### config.mk
export PLATFORM = sky130hd
export DESIGN_NAME = int_alu
export DESIGN_NICKNAME = d
export VERILOG_FILES = /design/src/rtl/int_alu.sv
export SDC_FILE = /design/constraint.sdc
export NUM_CORES = 1
export LEC_CHECK = 0
export ABC_AREA = 1
export BUFFER_PORTS_ARGS = -buffer_cell sky130_fd_sc_hd__buf_2
export CORE_ASPECT_RATIO = 1.25
export CORE_MARGIN = 2
export CORE_UTILIZATION = 57
export DETAILED_ROUTE_END_ITERATION = 10
export GPL_TIMING_DRIVEN = 0
export PLACE_DENSITY = 0.95
export SETUP_SLACK_MARGIN = 0.15
export SLEW_MARGIN = 10
export SYNTH_ARGS = -nofsm -noshare
export SYNTH_HDL_FRONTEND = slang
export SYNTH_SLANG_ARGS = --single-unit
export TNS_END_PERCENT = 1
### constraint.sdc
create_clock -name vclk -period 19.6
set_clock_uncertainty 0.15 [all_clocks]
set_input_delay 0.98 -clock vclk [all_inputs]
set_output_delay 0.98 -clock vclk [all_outputs]
set_load 0.02 [all_outputs]
### src/rtl/int_alu.sv
module int_alu #(
  parameter int WIDTH = 32
) (
  input  logic [WIDTH-1:0] opa,
  input  logic [WIDTH-1:0] opb,
  input  logic [3:0]       op,
  output logic [WIDTH-1:0] res,
  output logic             zero,
  output logic             ovf
);
  localparam logic [3:0] OP_ADD  = 4'h0;
  localparam logic [3:0] OP_ADDU = 4'h1;
  localparam logic [3:0] OP_SUB  = 4'h2;
  localparam logic [3:0] OP_SUBU = 4'h3;
  localparam logic [3:0] OP_AND  = 4'h4;
  localparam logic [3:0] OP_OR   = 4'h5;
  localparam logic [3:0] OP_XOR  = 4'h6;
  localparam logic [3:0] OP_NOR  = 4'h7;
  localparam logic [3:0] OP_SLT  = 4'hA;
  localparam logic [3:0] OP_SLTU = 4'hB;
  localparam int         MSB     = WIDTH - 1;

  logic             sub_mode;
  logic [WIDTH-1:0] b_in;
  logic [WIDTH-1:0] sum;
  logic [WIDTH:0]   carry;
  logic             ovf_raw;
  logic             less_s;
  logic             less_u;
  logic             set_bit;

  assign sub_mode = (op == OP_SUB) | (op == OP_SUBU) | (op == OP_SLT) | (op == OP_SLTU);
  assign b_in     = opb ^ {WIDTH{sub_mode}};
  assign carry[0] = sub_mode;

  genvar i;
  for (i = 0; i < WIDTH; i++) begin : g_cell
    logic y;
    logic lt_in;
    assign sum[i]     = opa[i] ^ b_in[i] ^ carry[i];
    assign carry[i+1] = (opa[i] & b_in[i]) | (opa[i] & carry[i]) | (b_in[i] & carry[i]);
    if (i == 0) begin : g_lsb
      assign lt_in = set_bit;
    end else begin : g_upper
      assign lt_in = 1'b0;
    end
    always_comb begin
      case (op)
        OP_ADD, OP_ADDU, OP_SUB, OP_SUBU: y = sum[i];
        OP_AND:                           y = opa[i] & opb[i];
        OP_OR:                            y = opa[i] | opb[i];
        OP_XOR:                           y = opa[i] ^ opb[i];
        OP_NOR:                           y = ~(opa[i] | opb[i]);
        OP_SLT, OP_SLTU:                  y = lt_in;
        default:                          y = 1'b0;
      endcase
    end
    assign res[i] = y;
  end

  assign ovf_raw = carry[WIDTH] ^ carry[MSB];
  assign less_s  = sum[MSB] ^ ovf_raw;
  assign less_u  = ~carry[WIDTH];
  assign set_bit = (op == OP_SLT) ? less_s : less_u;

  assign ovf  = ovf_raw & ((op == OP_ADD) | (op == OP_SUB));
  assign zero = ~|res;
endmodule

=== Yosys cells after proc, flatten, opt, wreduce, memory -nomap -nowiden ===
Index checks and enable logic that the tools add are counted.

* Bits in registers: 0
* Bits of input ports: 68

* Equal/unequal tests: 9
* Muxes and demuxes: 33
* Bitwise gates (word level): 361
* Reductions and logical operators: 5

{| class="wikitable"
|+ Operators by type and width
! cell !! number
|-
| 1-bit one-hot mux with 5 select lines || 31
|-
| 1-bit bitwise AND || 129
|-
| 1-bit bitwise OR || 100
|-
| 1-bit XOR || 98
|-
| 1-bit NOT || 33
|-
| 32-bit OR reduction || 1
|-
| 32-bit XOR || 1
|-
| 4-bit by 3-bit equality test with 1-bit output (second input constant) || 4
|-
| 4-bit by 2-bit equality test with 1-bit output (second input constant) || 2
|-
| 4-bit equality test (second input constant) || 2
|-
| 1-bit one-hot mux with 6 select lines || 1
|-
| 4-bit by 1-bit equality test with 1-bit output (second input constant) || 1
|-
| 4-bit logical NOT || 1
|-
| 4-bit OR reduction || 1
|-
| 2-bit OR reduction || 1
|-
| 1-bit logical NOT || 1
|-
| 1-bit 2-to-1 mux || 1
|}

=== Logic depth before layout (Yosys ltp) ===
Gate-level depths: netlist (run 1).

* Word-level depth: 107
* Mapped depth: 49

=== Least setup slack after synthesis (run 1) ===
Ideal clock, no wire load.

* Path type: in2out
* Start: input port op[2]
* End: output port zero
* Arrival: 14.712 ns
* Data required time: 18.470 ns
* Path slack: 3.758 ns
* Cell stages on the path: 45
* Buffers on the path: 1
* Cell sequence: inv_2 -> nand2_1 -> buf_2 -> xor2_1 -> fa_1 -> fa_1 -> inv_1 -> fa_1 -> fa_1 -> fa_1 -> fa_1 -> fa_1 -> fa_1 -> fa_1 -> fa_1 -> fa_1 -> fa_1 -> fa_1 -> [9 not listed] -> fa_1 -> fa_1 -> fa_1 -> fa_1 -> fa_1 -> fa_1 -> fa_1 -> fa_1 -> fa_1 -> nand2_1 -> nand2_1 -> inv_1 -> nand2_1 -> nor2_1 -> nand2_1 -> nor2_1 -> nand2_1 -> nor2_1

* Elaborated cells between the ends (all ways): 278
* Those cells by class: 9 x eq/ne; 33 x mux; 231 x bitwise; 5 x reduce/logical

{| class="wikitable"
|+ RTL lines
! element !! line !! RTL
|-
| from (decl) || 6 || <nowiki>input logic [3:0] op,</nowiki>
|-
| 4-bit by 2-bit equality test with 1-bit output || 32, 48 ||
|-
| 1-bit bitwise OR (3 in a row) || 32 || <nowiki>assign sub_mode = (op == OP_SUB) | (op == OP_SUBU) | (op == OP_SLT) | (op == OP_SLTU);</nowiki>
|-
| 32-bit XOR || 33 || <nowiki>assign b_in = opb ^ {WIDTH{sub_mode}};</nowiki>
|-
| 1-bit bitwise AND || 41 || <nowiki>assign carry[i+1] = (opa[i] & b_in[i]) | (opa[i] & carry[i]) | (b_in[i] & carry[i]);</nowiki>
|-
| 1-bit bitwise OR (2 in a row) || 41 ||
|-
| 1-bit bitwise AND || 41 ||
|-
| 1-bit bitwise OR (2 in a row) || 41 ||
|-
| 1-bit bitwise AND || 41 ||
|-
| [81 not listed] || - ||
|-
| 1-bit bitwise OR (2 in a row) || 41 ||
|-
| 1-bit bitwise AND || 41 ||
|-
| 1-bit bitwise OR (2 in a row) || 41 ||
|-
| 1-bit XOR || 40 || <nowiki>assign sum[i] = opa[i] ^ b_in[i] ^ carry[i];</nowiki>
|-
| 1-bit one-hot mux with 5 select lines * || 48 || <nowiki>case (op)</nowiki>
|-
| named net g_cell[31].y || 38 || <nowiki>logic y;</nowiki>
|-
| 32-bit OR reduction * || 67 || <nowiki>assign zero = ~|res;</nowiki>
|-
| 1-bit logical NOT * || 67 ||
|-
| to (decl) || 8 || <nowiki>output logic zero,</nowiki>
|}

Mark *: on every way through the listed nets, which the timed path passes. The rest lies on a longest branch.

=== Worst setup path after layout (run 1) ===
Ends and elaborated chain as after synthesis.

==> impl_results.md, run 1 <==
- Status: completed
- Maximum VDD drop: 0.0000161 V
- Worst EP arrival: 15.99 ns
- Crit share post-route: 87.3%
- Core area: 6570 um^2
- Int Pwr: 54.7 uW
- Syn Area/Cell: 6.22 um^2
- Post CTS Setup Buffer Count: 0
- Relative slew slack: 53.8%
- Die Area: 7490 um^2
- Count of pins over their slew limit: 0
- Hold WS: 2.17 ns
- Final hold viol count: 0
- Top cells by count, synth: 148 x nand2_1, 115 x inv_1, 81 x nor2_1, 73 x nand3_1, 64 x ha_1
- GRT Resource Usage Total: 30.1%
- FFs & Latches: 0
- Die width: 77.8 um
- Crit path max-delay cell type: fa_1
- # nets final: 892
- Dominant cell type by area after synthesis: ha_1
- CP dominant cell by count: fa_1
- Pwr Total: 133 uW
- # setup viols final: 0
- Kind of critical path: in2out
- First-pass GRT wire length: 18.0 mm
- Clkbuf count: 0
- Register area share after synthesis: 0%
- Global route overflow: 0
- Final Cell Area: 4500 um^2
- Placed cell area: 4500 um^2
- Drt pass-1 iters: 5
- Initial drt markers: 318
- RSZ-0062 raised after global routing: false
- Actual slew at the worst max-slew pin: 0.693 ns
- Vias in the first global route: 4175
- Crit start category: input port
- Post-placement cell count: 813
- Area delta synth->final: 16.0%
- CP peak stage delay: 0.50 ns
- Pleak: 0.00285 uW
- Port Buffers: 102
- Total Wirelength: 11.4 mm
- WP data required: 18.47 ns
- Net count after synthesis: 788
- Net Sw Power: 78.2 uW
- Die Ht: 96.2 um
- Layout cells sized above 1: 21.5%
- Cell with the most instances after synthesis: nand2_1
- Row Count: 33
- Max Clk Rate: 0.0584 GHz
- Warnings, synthesis: 0
- IO Pins: 102
- Hold Buf Count CTS: 0
- Routability Congestion: 0.920
- Drt drc: 0
- Post-synth top area share: 20.6%
- Largest net degree at the start of global routing: 11
- Setup TNS: 0 ns
- ANT cells: 0
- Clk pwr share: 0%
- WL/cell: 14.0 um
- Worst Hold Path Cells: 3
- Initial antenna violation count: 0
- Switching share of total power: 58.8%
- Final ANT Viol Nets: 0
- Storage element area: 0 um^2
- Critical path endpoint category: output port
- Initial Util: 59.1%
- Detailed placement HPWL: 8.91 mm
- Vias: 4314
- Average vias per placed instance: 5.31
- Seq pwr share: 0%
- Resized cells post-CTS: 0
- Non-Filler Instances: 813
- Ranking of synthesized cells by area: ha_1 21%, fa_1 17%, nand2_1 14%, inv_1 11%, nand3_1 9.4%
- Period minus WS final: 17.12 ns
- P per Cell Area: 29.5 nW/um^2
- Max-cap violations: 0
- Comb pwr share: 100.0%
- Post-synth cell types: 19
- Netlist area before placement: 3880 um^2
- Cell count after synthesis: 624
- Crit path max fanout: 10
- HP Class: in2out
## cell type report
type | instances | area [um^2]
repair buffers | 102 | 510
plain buffers | 56 | 378
fillers | 568 | 2070
multi-input cells | 452 | 3070
inverters | 116 | 435
well taps | 87 | 109
## through the flow
| stage | utilization (%) | worst slack [ns] |
|---|---|---|
| 2_1_floorplan | - | 3.76 |
| 3_3_place_gp | 68.5 | 2.66 |
| 3_5_place_dp | 68.5 | 2.61 |
| 4_1_cts | 68.5 | 2.57 |
| 5_1_grt | 68.5 | 2.02 |
| 6_report | 68.5 | 2.48 |
## placed cells by master, fill, tap and decap left out
| cell | n |
|---|---|
| nand3_1 | 73 |
| buf_6 | 3 |
| buf_4 | 35 |
| nor2_1 | 81 |
| nand2_1 | 148 |
| xor2_1 | 31 |
| buf_1 | 1 |
| buf_2 | 113 |
| inv_1 | 115 |
| nand2_2 | 1 |
| nor2_2 | 2 |
| fa_1 | 32 |
| clkbuf_1 | 6 |
| nor2_4 | 1 |
| xnor2_1 | 1 |
| nor3_1 | 1 |
| ha_1 | 64 |
| o21ai_0 | 17 |
| inv_2 | 1 |
## power by group through the flow
stage	combinational, uW	clock [uW]	sequential [uW]
after floorplan	91.0	0	0
after global placement	125	0	0
after detailed placement	131	0	0
after CTS	132	0	0
after global routing	148	0	0
final	133	0	0
## final timing paths
| path | startpoint | endpoint | slack (ns) |
|---|---|---|---|
| max | op[2] | zero | 2.48 |
| min | op[0] | ovf | 2.17 |
## critical path, delay by kind of cell
family        cells  cell delay [ns]
fa+ha+maj        31            12.96
simple gates      9             0.98
xor+xnor          1             0.22
buf+inv           6             0.82
## kinds of logic after synthesis
family	share of synthesized area, %
simple gates	32.5
buf+inv	21.0
fa+ha+maj	37.1
xor+xnor	7.22
compound gates	2.19
## metal layers
metal / part of all wire [%] / vias up / global-route usage, %
met3: 9.4 / 55 / 2.16
met4: 4.3 / 0 / 16.8
met2: 51 / 271 / 57.7
met5: 0 / - / 0
li1: - / 2037 / -
met1: 35 / 1951 / 32.6
No activity file was read; power rests on OpenSTA's default activity.
==> run 2, diff against run 1 <==
- CORE_UTILIZATION: 57 -> 35
- PLACE_DENSITY: 0.95 -> 0.67
- clock period: 19.6 -> 16.1 ns (I/O delays scaled with it)
==> run 2 against run 1 <==
  * Wire length rose by 3.4%
  * First-iteration DRC count is 44% lower
  * Critical path depth rose by 1
  * Critical path type unchanged
  * Largest power group unchanged
  * Highest routed layer unchanged
==> impl_results.md, run 2 (synthesis results as in run 1) <==
- Multi-input gate area: 3130 um^2 (was 3070 um^2)
- Crit share post-route: 95.6%
- Actual slew at the worst max-slew pin: 0.759 ns (was 0.693 ns)
- WL/cell: 13.6 um (was 14.0 um)
- IO Pins: 102 (unchanged)
- Final ANT Viol Nets: 0 (unchanged)
- Crit start category: input port (unchanged)
- P per Cell Area: 35.4 nW/um^2 (was 29.5 nW/um^2)
- GRT Resource Usage Total: 19.4% (was 30.1%)
- Fill count: 1241 (was 568)
- Post-Route Utilization: 42.4% (was 68.5%)
- Initial drt markers: 179 (was 318)
- First-pass GRT wire length: 18.6 mm (was 18.0 mm)
- CP peak stage delay: 0.46 ns (was 0.50 ns)
- Core area: 11000 um^2 (was 6570 um^2)
- Max Clk Rate: 0.0650 GHz
- Global route overflow: 0 (unchanged)
- Crit path max fanout: 10 (unchanged)
- # setup viols final: 0 (unchanged)
- FFs & Latches: 0 (unchanged)
- Initial Util: 35.4% (was 59.1%)
- Die Ht: 122 um (was 96.2 um)
- Drt pass-1 iters: 4 (was 5)
- Count of pins over their slew limit: 0 (unchanged)
- Period minus WS final: 15.39 ns
- Pleak: 0.00285 uW (about the same)
- Pwr Total: 165 uW (was 133 uW)
- Int Pwr: 68.8 uW (was 54.7 uW)
- Worst EP arrival: 14.44 ns (was 15.99 ns)
- Maximum VDD drop: 0.0000136 V (was 0.0000161 V)
- Die Area: 11900 um^2 (was 7490 um^2)
- HP Class: in2out (unchanged)
- Max-cap violations: 0 (unchanged)
- Vias in the first global route: 3835 (was 4175)
- RSZ-0062 raised after global routing: false (unchanged)
- Port Buffers: 102 (unchanged)
- Final worst slack: 0.710 ns (was 2.48 ns)
- Routability Congestion: 0.819 (was 0.920)
- Clk pwr share: 0% (about the same)
- Layout cells sized above 1: 24.8% (was 21.5%)
- Relative slew slack: 49.4% (was 53.8%)
- Worst Hold Path Cells: 3 (unchanged)
- Row Count: 43 (was 33)
- Largest net degree at the start of global routing: 11 (unchanged)
- Vias: 3930 (was 4314)
- Switching share of total power: 58.2% (was 58.8%)
- Drt drc: 0 (unchanged)
- ANT cells: 0 (unchanged)
- Total Wirelength: 11.7 mm (was 11.4 mm)
- Final hold viol count: 0 (unchanged)
- Most frequent cells in the layout: 147 x nand2_1, 115 x inv_1, 111 x buf_2 (was 148 x nand2_1, 115 x inv_1, 113 x buf_2)
- CP dominant cell by count: fa_2 (was fa_1)
- Average vias per placed instance: 4.56 (was 5.31)
- Clkbuf count: 0 (unchanged)
- Setup WS pre-CTS: -0.804 ns (was 2.61 ns)
- Comb pwr share: 100.0% (about the same)
- Area delta synth->final: 19.9% (was 16.0%)
- Storage element area: 0 um^2 (unchanged)
- Most common cell after layout, fill and taps aside: nand2_1 (unchanged)
- # nets final: 893 (was 892)
- Crit path max-delay cell type: fa_1 (unchanged)
- WP data required: 15.15 ns (was 18.47 ns)
- Die width: 98.2 um (was 77.8 um)
- Hold Buf Count CTS: 0 (unchanged)
- Critical path endpoint category: output port (unchanged)
- Initial antenna violation count: 0 (unchanged)
- Net Sw Power: 95.7 uW (was 78.2 uW)
- Detailed placement HPWL: 9.39 mm (was 8.91 mm)
- Status: completed (unchanged)
- Seq pwr share: 0% (about the same)
- Kind of critical path: in2out (unchanged)
run 2: layout make-up:
cell class / instances / share of cell area, %
multi-input combinational: 452 / 67.4
buffer: 56 / 8.45
tap: 135 / 3.63
inverter: 116 / 9.36
timing repair buffer: 103 / 11.2
run 2: metal layers:
metal	wire [um]	part of all wire (%)	GRT usage (%)	vias to the layer above
met5	0	0	0	-
met4	223	1.9	4.28	0
met3	553	4.7	1.49	12
met2	6270	53	38.2	90
met1	4690	40	22.8	1789
li1	-	-	-	2039
run 2: metrics by stage:
stage	setup TNS [ns]	hold slack, ns	std cells	instance area [um^2]
4_1_cts	0	1.84	862	4630
5_1_grt	0	1.89	862	4650
2_1_floorplan	0	1.55	624	3880
6_report	0	1.84	862	4650
3_3_place_gp	-1.55	1.83	861	4560
3_5_place_dp	-1.68	1.84	861	4560
run 2: worst paths after layout:
path / slack [ns] / from / end
worst min-delay path: 1.84 / op[0] / ovf
worst max-delay path: 0.71 / op[2] / zero
run 2: power groups by stage:
stage | logic, uW | registers (uW) | clock network (uW)
final | 165 | 0 | 0
after global routing | 187 | 0 | 0
after CTS | 164 | 0 | 0
after detailed placement | 160 | 0 | 0
after global placement | 157 | 0 | 0
after floorplan | 111 | 0 | 0
run 2: timing repair:
action                                  CTS  global route
cloned                                    0             0
buffers inserted                          1             0
pin swaps                                 1             1
resized for setup                        19            10
endpoints found under the setup margin    4             3
run 2: critical path: cells and delay by family:
kind / cells / cell delay [ns]
adder cells (fa/ha/maj): 31 / 11.95
AND/OR/NAND/NOR: 10 / 0.97
buffers and inverters: 6 / 0.58
AO/OA/AOI/OAI: 1 / 0.12
==> run 3, diff against run 2 <==
- CELL_PAD_IN_SITES_DETAIL_PLACEMENT: default -> 0
- CELL_PAD_IN_SITES_GLOBAL_PLACEMENT: default -> 1
- PLACE_DENSITY: 0.67 -> 0.88
==> run 3 against run 2 <==
  * Via count rose by 3.8%
  * Flip-flop and latch count did not move
  * Cell count did not move
  * Die area did not move
  * First-iteration DRC count fell by 17%
  * Utilization fell by 0.068 points
  * Global-route usage rose by 0.89 points
  * Setup slack got worse by 0.10 ns
  * Design area fell by 0.16%
  * Count of clock-buffer cells in the layout did not move
  * Total power rose by 1.8%
==> impl_results.md, run 3 (synthesis results as in run 1) <==
- Most common cell after layout, fill and taps aside: nand2_1 (unchanged)
- Max-cap violations: 0 (unchanged)
- Count of pins over their slew limit: 0 (unchanged)
- Layout cells sized above 1: 24.5% (was 24.8%)
- ANT cells: 0 (unchanged)
- Initial Util: 35.4% (unchanged)
- CP dominant cell by count: fa_2 (unchanged)
- Die Area: 11900 um^2 (unchanged)
- FFs & Latches: 0 (unchanged)
- Most frequent cells in the layout: 147 x nand2_1, 115 x inv_1, 112 x buf_2 (was 147 x nand2_1, 115 x inv_1, 111 x buf_2)
- Clkbuf count: 0 (unchanged)
- Average vias per placed instance: 4.73 (was 4.56)
- HP Class: in2out (unchanged)
- Relative slew slack: 50.0% (was 49.4%)
- Non-Filler Instances: 862 (unchanged)
- Post-placement cell count: 861 (unchanged)
- Vias in the first global route: 4104 (was 3835)
- Drt drc: 0 (unchanged)
- Routability Congestion: 0.864 (was 0.819)
- Crit start category: input port (unchanged)
- Row Count: 43 (unchanged)
- GRT Resource Usage Total: 20.3% (was 19.4%)
- # nets final: 893 (unchanged)
- Crit share post-route: 96.2% (was 95.6%)
- Storage element area: 0 um^2 (unchanged)
- # setup viols final: 0 (unchanged)
- Critical path endpoint category: output port (unchanged)
- IO Pins: 102 (unchanged)
- CP startpoint: op[2] (unchanged)
- Pleak: 0.00285 uW (about the same)
- First-pass GRT wire length: 19.5 mm (was 18.6 mm)
- Vias: 4079 (was 3930)
- WP data required: 15.15 ns (about the same)
- Initial drt markers: 148 (was 179)
- Core area: 11000 um^2 (unchanged)
- Drt pass-1 iters: 4 (unchanged)
- Hold_sp: op[0] (unchanged)
- WL/cell: 14.4 um (was 13.6 um)
- Worst EP arrival: 14.54 ns (was 14.44 ns)
- Status: completed (unchanged)
- Hold Buf Count CTS: 0 (unchanged)
- Period minus WS final: 15.49 ns (was 15.39 ns)
- Die Ht: 122 um (unchanged)
- Final ANT Viol Nets: 0 (unchanged)
- CP peak stage delay: 0.46 ns (about the same)
- Pwr Total: 168 uW (was 165 uW)
- Final hold viol count: 0 (unchanged)
- Die width: 98.2 um (unchanged)
- Max Clk Rate: 0.0645 GHz (was 0.0650 GHz)
- Largest net degree at the start of global routing: 11 (unchanged)
- Fill count: 1175 (was 1241)
- Placed cell area: 4560 um^2 (unchanged)
- Area delta synth->final: 19.7% (was 19.9%)
- Global route overflow: 0 (unchanged)
- RSZ-0062 raised after global routing: false (unchanged)
- Crit path to: zero (unchanged)
- Crit path max-delay cell type: fa_1 (unchanged)
- Maximum VDD drop: 0.0000258 V (was 0.0000136 V)
- P per Cell Area: 36.1 nW/um^2 (was 35.4 nW/um^2)
- Final Cell Area: 4640 um^2 (was 4650 um^2)
- Port Buffers: 102 (unchanged)
- Detailed placement HPWL: 9.81 mm (was 9.39 mm)
- Crit path max fanout: 10 (unchanged)
- Initial antenna violation count: 0 (unchanged)
- Kind of critical path: in2out (unchanged)
- Total Wirelength: 12.4 mm (was 11.7 mm)
- Actual slew at the worst max-slew pin: 0.749 ns (was 0.759 ns)
## run 3: cell type report
type / instances / area, um^2 / share of cell area, %
multi-input combinational: 452 / 3130 / 67.4
timing repair buffer: 103 / 518 / 11.2
inverter: 116 / 435 / 9.38
buffer: 56 / 393 / 8.46
tap: 135 / 169 / 3.64
## run 3: stage by stage
step	hold WS [ns]	utilization [%]	setup slack (ns)	TNS (ns)
global placement	1.83	41.5	-0.856	-2.04
finish	1.82	42.3	0.608	0
global route	1.85	42.3	0.150	0
floorplan	1.55	-	0.608	0
CTS	1.83	42.1	0.168	0
detailed placement	1.83	41.5	-0.853	-2.08
## run 3: worst max-delay path, delay by kind of cell
kind | cells | cell delay, ns
AO/OA/AOI/OAI | 1 | 0.10
adder cells (fa/ha/maj) | 31 | 12.05
buffers and inverters | 6 | 0.64
AND/OR/NAND/NOR | 10 | 0.94
## run 3: where the power goes
group          switching, uW  total (uW)  internal (uW)
logic                   98.2         168           69.4
clock network              0           0              0
registers                  0           0              0
total                   98.2         168           69.4
## run 3: worst min-delay path by stage
| stage | to | slack (ns) | cells after the start |
|---|---|---|---|
| 2_1_floorplan | ovf | 1.55 | 1 |
| 5_1_grt | ovf | 1.85 | 3 |
| 6_report | ovf | 1.82 | 3 |
| 3_3_place_gp | ovf | 1.83 | 3 |
| 4_1_cts | ovf | 1.83 | 3 |
| 3_5_place_dp | ovf | 1.83 | 3 |
## run 3: routing by layer
| metal | track usage, % | up-vias | part of all wire (%) |
|---|---|---|---|
| met5 | 0 | - | 0 |
| met4 | 8.48 | 0 | 3.8 |
| met3 | 1.78 | 33 | 6.4 |
| met2 | 37.6 | 143 | 50 |
| met1 | 24.1 | 1865 | 40 |
| li1 | - | 2038 | - |
## run 3: timing repair
action                                  CTS  global route
endpoints found under the hold margin     0             0
resized for setup                        17             9
pin swaps                                 1             0
endpoints found under the setup margin    5             2
setup buffers                             1             0
